### config.mk
export PLATFORM = sky130hd
export DESIGN_NAME = alu_bitslice
export DESIGN_NICKNAME = d
export VERILOG_FILES = /design/src/rtl/alu_pkg.sv /design/src/rtl/alu_slice.sv /design/src/rtl/alu_flags.sv /design/src/rtl/alu_bitslice.sv
export SDC_FILE = /design/constraint.sdc
export NUM_CORES = 1
export LEC_CHECK = 0
export ABC_CLOCK_PERIOD_IN_PS = 14800
export BUFFER_PORTS_ARGS = -buffer_cell sky130_fd_sc_hd__buf_2
export CAP_MARGIN = 30
export CORE_UTILIZATION = 30
export DETAILED_ROUTE_END_ITERATION = 16
export PLACE_DENSITY = 0.48
export SLEW_MARGIN = 20
export SYNTH_ARGS = -nofsm -noshare
export SYNTH_HDL_FRONTEND = slang
export SYNTH_SLANG_ARGS = --single-unit
### constraint.sdc
create_clock -name vclk -period 14.8
set_input_delay 0 -clock vclk [all_inputs]
set_output_delay 0 -clock vclk [all_outputs]
set_load 0.02 [all_outputs]
### src/rtl/alu_pkg.sv
package alu_pkg;

    typedef enum logic [1:0] {
        SEL_AND  = 2'd0,
        SEL_OR   = 2'd1,
        SEL_SUM  = 2'd2,
        SEL_LESS = 2'd3
    } slice_sel_e;

    typedef struct packed {
        logic       inv_a;
        logic       neg_b;
        slice_sel_e sel;
    } alu_ctrl_t;

    localparam logic [3:0] CTRL_AND = 4'b0000;
    localparam logic [3:0] CTRL_OR  = 4'b0001;
    localparam logic [3:0] CTRL_ADD = 4'b0010;
    localparam logic [3:0] CTRL_SUB = 4'b0110;
    localparam logic [3:0] CTRL_SLT = 4'b0111;
    localparam logic [3:0] CTRL_NOR = 4'b1100;

endpackage

### src/rtl/alu_slice.sv
module alu_slice
    import alu_pkg::*;
(
    input  logic       a_i,
    input  logic       b_i,
    input  logic       inv_a_i,
    input  logic       inv_b_i,
    input  logic       carry_i,
    input  logic       less_i,
    input  slice_sel_e sel_i,
    output logic       res_o,
    output logic       sum_o,
    output logic       carry_o
);

    typedef struct packed {
        logic x;
        logic y;
        logic g_and;
        logic g_or;
        logic sum;
        logic cout;
        logic res;
    } slice_t;

    slice_t s_d;

    always_comb begin
        s_d       = '0;
        s_d.x     = inv_a_i ? ~a_i : a_i;
        s_d.y     = inv_b_i ? ~b_i : b_i;
        s_d.g_and = s_d.x & s_d.y;
        s_d.g_or  = s_d.x | s_d.y;
        s_d.sum   = s_d.x ^ s_d.y ^ carry_i;
        s_d.cout  = (s_d.x & s_d.y) | (s_d.x & carry_i) | (s_d.y & carry_i);
        unique case (sel_i)
            SEL_AND:  s_d.res = s_d.g_and;
            SEL_OR:   s_d.res = s_d.g_or;
            SEL_SUM:  s_d.res = s_d.sum;
            SEL_LESS: s_d.res = less_i;
            default:  s_d.res = 1'b0;
        endcase
    end

    assign res_o   = s_d.res;
    assign sum_o   = s_d.sum;
    assign carry_o = s_d.cout;

endmodule

### src/rtl/alu_flags.sv
module alu_flags #(
    parameter int WIDTH = 32
) (
    input  logic [WIDTH-1:0] result_i,
    input  logic             msb_carry_in_i,
    input  logic             msb_carry_out_i,
    input  logic             msb_sum_i,
    output logic             zero_o,
    output logic             overflow_o,
    output logic             set_o
);

    typedef struct packed {
        logic zero;
        logic ovf;
        logic set;
    } flags_t;

    flags_t f_d;

    always_comb begin
        f_d      = '0;
        f_d.zero = ~(|result_i);
        f_d.ovf  = msb_carry_in_i ^ msb_carry_out_i;
        f_d.set  = msb_sum_i ^ f_d.ovf;
    end

    assign zero_o     = f_d.zero;
    assign overflow_o = f_d.ovf;
    assign set_o      = f_d.set;

endmodule

### src/rtl/alu_bitslice.sv
module alu_bitslice
    import alu_pkg::*;
#(
    parameter int WIDTH = 32
) (
    input  logic [WIDTH-1:0] a_i,
    input  logic [WIDTH-1:0] b_i,
    input  logic [3:0]       ctrl_i,
    output logic [WIDTH-1:0] result_o,
    output logic             zero_o,
    output logic             overflow_o,
    output logic             carry_o
);

    localparam int MSB = WIDTH - 1;

    alu_ctrl_t        ctrl_d;
    logic [WIDTH:0]   chain_d;
    logic [WIDTH-1:0] res_d;
    logic [WIDTH-1:0] sum_d;
    logic             set_d;
    logic             unused_sum_bits;

    assign ctrl_d     = alu_ctrl_t'(ctrl_i);
    assign chain_d[0] = ctrl_d.neg_b;

    for (genvar i = 0; i < WIDTH; i++) begin : g_slice
        logic less_w;
        if (i == 0) begin : g_lsb
            assign less_w = set_d;
        end else begin : g_upper
            assign less_w = 1'b0;
        end

        alu_slice u_slice (
            .a_i     (a_i[i]),
            .b_i     (b_i[i]),
            .inv_a_i (ctrl_d.inv_a),
            .inv_b_i (ctrl_d.neg_b),
            .carry_i (chain_d[i]),
            .less_i  (less_w),
            .sel_i   (ctrl_d.sel),
            .res_o   (res_d[i]),
            .sum_o   (sum_d[i]),
            .carry_o (chain_d[i+1])
        );
    end

    assign unused_sum_bits = ^sum_d[MSB-1:0];

    alu_flags #(.WIDTH(WIDTH)) u_flags (
        .result_i        (res_d),
        .msb_carry_in_i  (chain_d[MSB]),
        .msb_carry_out_i (chain_d[WIDTH]),
        .msb_sum_i       (sum_d[MSB]),
        .zero_o          (zero_o),
        .overflow_o      (overflow_o),
        .set_o           (set_d)
    );

    assign result_o = res_d;
    assign carry_o  = chain_d[WIDTH];

endmodule

After elaboration in Yosys (flattened, before gate mapping)
Index checks and enable logic that the tools add are counted.
{"block": "classes", "bitwise_logic": 323, "muxes": 96, "reduce_logical": 2, "n_eq_ne": 3}
{"op": "one-hot mux 1 bit (4 select lines)", "count": 32}
{"op": "AND 1 bit", "count": 96}
{"op": "bitwise OR 1 bit", "count": 96}
{"op": "bitwise XOR 1 bit", "count": 66}
{"op": "inverter 1 bit", "count": 65}
{"op": "two-way mux 1 bit", "count": 64}
{"op": "OR reduction 32 bit", "count": 1}
{"op": "== test 2 bit (second input constant)", "count": 2}
{"op": "== test 2 x 1 -> 1 bit (second input constant)", "count": 1}
{"op": "zero test 2 bit", "count": 1}
{"block": "totals", "output_inout_bits": 35, "input_bits": 68, "regBits": 0, "word_cells": 424}

Depth between registers and ports, before layout
Gate-level depths: netlist of the first run.
{"block": "depth", "ltp_word": 103, "mapped_depth": 41, "depth_no_buf": 39}

Modules after synthesis
Synthesis of the first run repeated with hierarchy kept, for this count alone.
{"block": "unflattened", "hier_cells": 398, "area_unflattened_um2": 3537.1}
{"mod": "alu_slice", "area_each_um2": 107.6, "seq_area_each_um2": 0.0, "cells_each": 12, "n_inst": 32}
{"mod": "alu_flags", "area_each_um2": 90.1, "seq_area_each_um2": 0.0, "cells_each": 13, "n_inst": 1}
{"mod": "alu_bitslice", "area_each_um2": 3.8, "seq_area_each_um2": 0.0, "cells_each": 1, "n_inst": 1}

Least setup slack after synthesis of the first run
OpenSTA, ideal clock, no wires.
{"block": "synth_path", "kind": "input port to output port", "start": "input ctrl_i[2]", "end": "output zero_o", "t_required_ps": 14800, "stages": 38, "n_path_buf": 2, "arrival_ps": 13412, "slack_ps": 1388, "cell_sequence": "clkbuf_1 -> clkbuf_1 -> xor2_1 -> fa_1 -> fa_1 -> inv_1 -> fa_1 -> fa_1 -> fa_1 -> fa_1 -> fa_1 -> fa_1 -> fa_1 -> fa_1 -> fa_1 -> fa_1 -> fa_1 -> fa_1 -> [... 2 more ...] -> fa_1 -> fa_1 -> fa_1 -> fa_1 -> fa_1 -> fa_1 -> fa_1 -> fa_1 -> fa_1 -> fa_1 -> fa_1 -> fa_1 -> fa_1 -> fa_1 -> fa_1 -> mux4_2 -> nor4_1 -> and4_1"}
{"block": "synth_between", "elab_chain_cells": 102, "word_cells_on_any_way": 324, "cone_classes": "64 x mux; 259 x bitwise; 1 x reduce/logical"}
{"item": "start, declared", "line": "alu_bitslice.sv:8", "text": "input logic [3:0] ctrl_i,"}
{"item": "two-way mux 1 bit", "line": "alu_slice.sv:31", "text": "s_d.y = inv_b_i ? ~b_i : b_i;"}
{"item": "AND 1 bit", "line": "alu_slice.sv:32, alu_slice.sv:35"}
{"item": "bitwise OR 1 bit (2 in a row)", "line": "alu_slice.sv:35", "text": "s_d.cout = (s_d.x & s_d.y) | (s_d.x & carry_i) | (s_d.y & carry_i);"}
{"item": "AND 1 bit", "line": "alu_slice.sv:35"}
{"item": "bitwise OR 1 bit (2 in a row)", "line": "alu_slice.sv:35"}
{"item": "AND 1 bit", "line": "alu_slice.sv:35"}
{"item": "bitwise OR 1 bit (2 in a row)", "line": "alu_slice.sv:35"}
{"item": "AND 1 bit", "line": "alu_slice.sv:35"}
{"item": "[... 83 more ...]"}
{"item": "AND 1 bit", "line": "alu_slice.sv:35"}
{"item": "bitwise OR 1 bit (2 in a row)", "line": "alu_slice.sv:35"}
{"item": "bitwise XOR 1 bit", "line": "alu_flags.sv:24", "text": "f_d.ovf = msb_carry_in_i ^ msb_carry_out_i;"}
{"item": "bitwise XOR 1 bit", "line": "alu_flags.sv:25", "text": "f_d.set = msb_sum_i ^ f_d.ovf;"}
{"item": "one-hot mux 1 bit (4 select lines) *", "line": "alu_slice.sv:36", "text": "unique case (sel_i)"}
{"item": "named net g_slice[0].u_slice.res_o", "line": "alu_slice.sv:11", "text": "output logic res_o,"}
{"item": "OR reduction 32 bit *", "line": "alu_flags.sv:23", "text": "f_d.zero = ~(|result_i);"}
{"item": "inverter 1 bit *", "line": "alu_flags.sv:23"}
{"item": "end, declared", "line": "alu_bitslice.sv:10", "text": "output logic zero_o,"}
Mark *: on every way through the listed nets, which the timed path passes. The rest lies on a longest branch.

Worst setup path after layout of the first run
{"block": "layout_path", "start": "input ctrl_i[2]", "end": "output zero_o"}
{"block": "layout_between", "elab_chain_cells": 102, "word_cells_on_any_way": 324, "cone_classes": "64 x mux; 259 x bitwise; 1 x reduce/logical"}
{"item": "two-way mux 1 bit", "line": "alu_slice.sv:31"}
{"item": "AND 1 bit", "line": "alu_slice.sv:32, alu_slice.sv:35"}
{"item": "bitwise OR 1 bit (2 in a row)", "line": "alu_slice.sv:35"}
{"item": "AND 1 bit", "line": "alu_slice.sv:35"}
{"item": "bitwise OR 1 bit (2 in a row)", "line": "alu_slice.sv:35"}
{"item": "AND 1 bit", "line": "alu_slice.sv:35"}
{"item": "bitwise OR 1 bit (2 in a row)", "line": "alu_slice.sv:35"}
{"item": "AND 1 bit", "line": "alu_slice.sv:35"}
{"item": "[... 81 more ...]"}
{"item": "bitwise OR 1 bit (2 in a row)", "line": "alu_slice.sv:35"}
{"item": "AND 1 bit", "line": "alu_slice.sv:35"}
{"item": "bitwise OR 1 bit (2 in a row)", "line": "alu_slice.sv:35"}
{"item": "bitwise XOR 1 bit", "line": "alu_flags.sv:24"}
{"item": "bitwise XOR 1 bit", "line": "alu_flags.sv:25"}
{"item": "one-hot mux 1 bit (4 select lines)", "line": "alu_slice.sv:36"}
{"item": "OR reduction 32 bit *", "line": "alu_flags.sv:23"}
{"item": "inverter 1 bit *", "line": "alu_flags.sv:23"}
Every way passes the cells marked *; elsewhere a longest branch is shown, timed or not.

==> results.md, run 1 <==
- Crit end category: primary output
- Post-layout minimum cycle time: 13.85 ns
- Hold_buf cts: 0
- Min Hold Slack: 0.6398 ns
- RSZ-0062 raised after global routing: no
- CP max stage cell: fa_1
- Met1 GRT Util: 0.1647
- Post-CTS Setup Bufs: 0
- Busiest grt layer: met2
- Non-filler cells, final: 601
- Total negative slack: 0 ns
- CORE AREA: 11080 sq um
- Largest cells by area after synthesis: ha_1 23%, fa_1 18%, xor2_1 16%
- Least-Margin Pin Slew: 0.9207 ns
- Final setup vio count: 0
- ANT cells: 0
- Clk_buf instances: 0
- Layout cell share with drive strength beyond 1: 0.2321
- M2 GR Usage: 0.2592
- Final ANT Viol Nets: 0
- Internal Power: 0.07505 mW
- Buffers on Ports: 103
- Seq Cell Count: 0
- Combinational power share: 1.000
- Overall power: 0.1878 mW
- Fmax: 72.23 MHz
- Synthesis Warnings: 0
- Switching Power: 0.1127 mW
- Clk pwr share: 0
- # rows: 38
- Fin crit share: 0.9355
- Gr ovfl total: 0
- Overall routing resource usage: 0.1324
- Post-Place Cells: 601
- Initial detailed-routing violation count: 75
- Worst hold start: a_i[2]
- Initial antenna violation count: 0
- Post-Synthesis Net Count: 573
- Count of pins over their slew limit: 0
- DRC violations left: 0
- Slew margin rel.: 0.3862
- GPL Wtd Cong: 0.8152
- Area leader, netlist: ha_1
- Pleak: 2.109 nW
- Min-Delay Endpoint: result_o[2]
- Largest net degree at the start of global routing: 72
- Required time worst endpoint: 14.80 ns
- Post-CTS Resized: 0
- Netlist cell types: 25
- VDD IR-drop max: 29.10 uV
- Routed wire length: 7893 microns
- DR vias: 2615
- Seq pwr share: 0
- Final Hold Fails: 0
- Average size of a mapped cell: 8.495 sq um
- Vias/cell: 4.351
- Pwr Density: 48.93 nW/um^2
- Setup CP Type: input port to primary output
- CP delay by family, top: adder cells
- Min-delay worst type: input port to primary output
- Status: finished clean
- DIE AREA: 12020 sq um
- Ports: 103
- CP Max Fanout: 15
- Synth Cell Area: 3475 sq um
- Worst path max stage delay: 0.50 ns
- Core Util, Final: 0.3464
- Drt wl/cell: 13.13 microns
- Die H: 109.6 microns
- Die span in x: 109.6 microns
- Met3 GRT Util: 0.007706
- DR pass1 iterations: 4
- Sw Share: 0.6003
- Fill cells: 1188
- DP HPWL: 6747 microns
- Post-synth top area share: 0.2305
- Worst path most repeated cell: fa_1
- Number of global-route vias before repair: 2620
- Final #Nets: 627
- Post-Synthesis Cells: 409
- Buf+Inv Stages, Crit Path: 4
- Most frequent cells in the layout: 103 x buf_2, 78 x inv_1, 64 x ha_1, 62 x xor2_1, 37 x nor2b_1
- Worst Path Arrival: 13.85 ns
- Maxcap violations: 0
- Most common cell after layout, fill and taps aside: buf_2
- FF+latch area: 0 sq um
- Startpoint class of the critical path: input port
- Sequential share of the synthesized area: 0
- First-pass GRT wire length: 12540 microns
- Initial Util: 0.3136
- Hold Crit Depth: 5
- Synth-to-Final Area Change: 10.44%
-- worst max-delay path by stage --
stage | start | endpoint | cells after the start
after CTS | ctrl_i[2] | zero_o | 40
after detailed placement | ctrl_i[2] | zero_o | 40
after floorplan | ctrl_i[2] | zero_o | 38
after global placement | ctrl_i[2] | zero_o | 40
after global routing | ctrl_i[2] | zero_o | 40
final | ctrl_i[2] | zero_o | 40
-- kinds of logic after synthesis --
group / count (synthesis) / synth area share
fa+ha+maj: 96 / 0.4148
xor+xnor: 66 / 0.1664
buf+inv: 132 / 0.1851
compound gates: 52 / 0.1005
mux: 13 / 0.04105
simple gates: 50 / 0.09219
-- metal layers --
| metal | vias to the layer above | share of wire |
|---|---|---|
| met4 | 0 | 0.0049 |
| li1 | 1327 | - |
| met1 | 1231 | 0.42 |
| met3 | 4 | 0.040 |
| met5 | - | 0 |
| met2 | 53 | 0.54 |
-- Yosys cell counts (all sizes together) --
library cell and n:
inv 78, ha 64, xor2 62, buf 45
nor2b 37, fa 32, o21ai 19, o31a 18
mux2i 12, o22ai 12, clkbuf 9, or4 5
nor4 4, xnor2 4, a21oi 1, and2b 1
and4 1, mux4 1, nand2b 1, nor2 1
o221ai 1, o31ai 1
-- area by class of cell --
| class | count | area, sq um | area share |
|---|---|---|---|
| well taps | 140 | 175.2 | 0.04565 |
| multi-input cells | 277 | 2831 | 0.7379 |
| repair buffers | 106 | 538.0 | 0.1402 |
| inverters | 78 | 292.8 | 0.07630 |
-- power groups by stage --
stage	clock [mW]	combinational, mW	sequential (mW)
final	0	0.188	0
after global routing	0	0.216	0
after CTS	0	0.192	0
after detailed placement	0	0.192	0
after global placement	0	0.190	0
after floorplan	0	0.157	0
-- metrics by stage --
step,worst slack (ns),instance area (sq um)
after floorplan,1.388,3475
after global placement,1.093,3837
after detailed placement,0.8843,3837
after CTS,0.8386,3837
after global routing,0.4191,3837
final,0.9546,3837
(Power assumes the default switching activity.)
==> run 2, diff against run 1 <==
--- a/config.mk
+++ b/config.mk
@@ -5,7 +5,7 @@
 export SDC_FILE = /design/constraint.sdc
 export NUM_CORES = 1
 export LEC_CHECK = 0
-export ABC_CLOCK_PERIOD_IN_PS = 14800
+export ABC_CLOCK_PERIOD_IN_PS = 16800
 export BUFFER_PORTS_ARGS = -buffer_cell sky130_fd_sc_hd__buf_2
 export CAP_MARGIN = 30
 export CORE_UTILIZATION = 30
==> constraint.sdc (replaced) <==
create_clock -name vclk -period 16.8
set_input_delay 0 -clock vclk [all_inputs]
set_output_delay 0 -clock vclk [all_outputs]
set_load 0.02 [all_outputs]
==> run 2 against run 1 <==
First-iteration DRC count rose by 41%. Critical path type unchanged. Die area stayed put. Design area rose by 0.20%. Non-clock buffer count grew 1. Via count shrank 0.42%. Largest cell class unchanged. Critical path depth is 2 higher. Utilization up 0.068 points. Cell count up 0.17%.
==> results.md, run 2 (same netlist as run 1, synthesis figures left out) <==
- Setup CP Type: input port to primary output
- Layout cell share with drive strength beyond 1: 0.2338
- RSZ-0062 raised after global routing: no
- Required time worst endpoint: 16.80 ns
- Least-Margin Pin Slew: 0.7041 ns
- Initial detailed-routing violation count: 106
- Routed wire length: 8005 microns
- Final ANT Viol Nets: 0
- Buffers on Ports: 103
- Highest metal used: met4
- Post-CTS Setup Bufs: 0
- Met2 Routed Length: 4247 microns
- Synth-to-Final Area Change: 10.66%
- Seq Cell Count: 0
- Placed instance area: 3845 sq um
- Pwr Density: 43.21 nW/um^2
- ANT cells: 0
- GPL Wtd Cong: 0.7862
- Number of global-route vias before repair: 2727
- Min-delay worst type: input port to primary output
- Die span in x: 109.6 microns
- Overall power: 0.1661 mW
- Worst Path Arrival: 14.12 ns
- Pre-CTS WS: 2.594 ns
- Worst path max stage delay: 0.51 ns
- Drt wl/cell: 13.30 microns
- Crit end category: primary output
- Min Hold Slack: 0.6483 ns
- CP Max Fanout: 32
- DR vias: 2604
- Final #Nets: 628
- FF+latch area: 0 sq um
- Pleak: 2.113 nW
- Worst path most repeated cell: fa_1
- Slew margin rel.: 0.5306
- Post-CTS Resized: 0
- Post-route cell area: 3845 sq um
- Metal-1 WL: 3285 microns
- Largest net degree at the start of global routing: 72
- Final Hold Fails: 0
- Status: finished clean
- Startpoint class of the critical path: input port
- Initial antenna violation count: 0
- Count of pins over their slew limit: 0
- Gr ovfl total: 0
- Most frequent cells in the layout: 103 x buf_2, 78 x inv_1, 64 x ha_1, 62 x xor2_1, 37 x nor2b_1
- DRC violations left: 0
- Met3 WL post-DR: 311 microns
- Fmax: 70.84 MHz
- DP HPWL: 6626 microns
- CP max stage cell: fa_1
- Clk_buf instances: 0
- Initial Util: 0.3136
- Overall routing resource usage: 0.1365
- Final setup vio count: 0
- First-pass GRT wire length: 13040 microns
- # rows: 38
- Ports: 103
- Die H: 109.6 microns
- CORE AREA: 11080 sq um
- Total negative slack: 0 ns
- Maxcap violations: 0
- Fin crit share: 0.8402
- Most common cell after layout, fill and taps aside: buf_2
- DIE AREA: 12020 sq um
- VDD IR-drop max: 20.94 uV
- Post-layout minimum cycle time: 14.12 ns
- Vias/cell: 4.326
- Final worst slack: 2.684 ns
- Hold_buf cts: 0
- DR pass1 iterations: 4
-- run 2: area by class of cell --
class | count | area (sq um)
Multi-Input combinational cell | 277 | 2831
Timing Repair Buffer | 107 | 545.5
Tap cell | 140 | 175.2
Fill cell | 1186 | 7233
Inverter | 78 | 292.8
-- run 2: through the flow --
step	instances	util
finish	602	0.3471
global route	602	0.3471
CTS	602	0.3471
detailed placement	602	0.3471
global placement	602	0.3471
floorplan	409	-
-- run 2: critical path: cells and delay by family --
kind,cells,cell delay [ns]
AND/OR/NAND/NOR,2,0.48
buffers and inverters,5,0.80
XOR/XNOR,1,0.21
multiplexers,1,0.19
AO/OA/AOI/OAI,2,0.41
adder cells (fa/ha/maj),31,12.06
-- run 2: final timing paths --
| check | start | endpoint | slack [ns] | depth (start not counted) |
|---|---|---|---|---|
| worst min-delay path | a_i[2] | result_o[2] | 0.65 | 5 |
| worst max-delay path | ctrl_i[3] | zero_o | 2.68 | 42 |
-- run 2: where the power goes --
group	internal [mW]	switching, mW	total, mW
Sequential	0	0	0
Clock	0	0	0
Combinational	0.0663	0.0998	0.166
-- run 2: layer usage --
layer	vias up	track usage
met2	59	0.2655
li1	1326	-
met4	0	0.02667
met1	1209	0.1633
met5	-	0
met3	10	0.008892
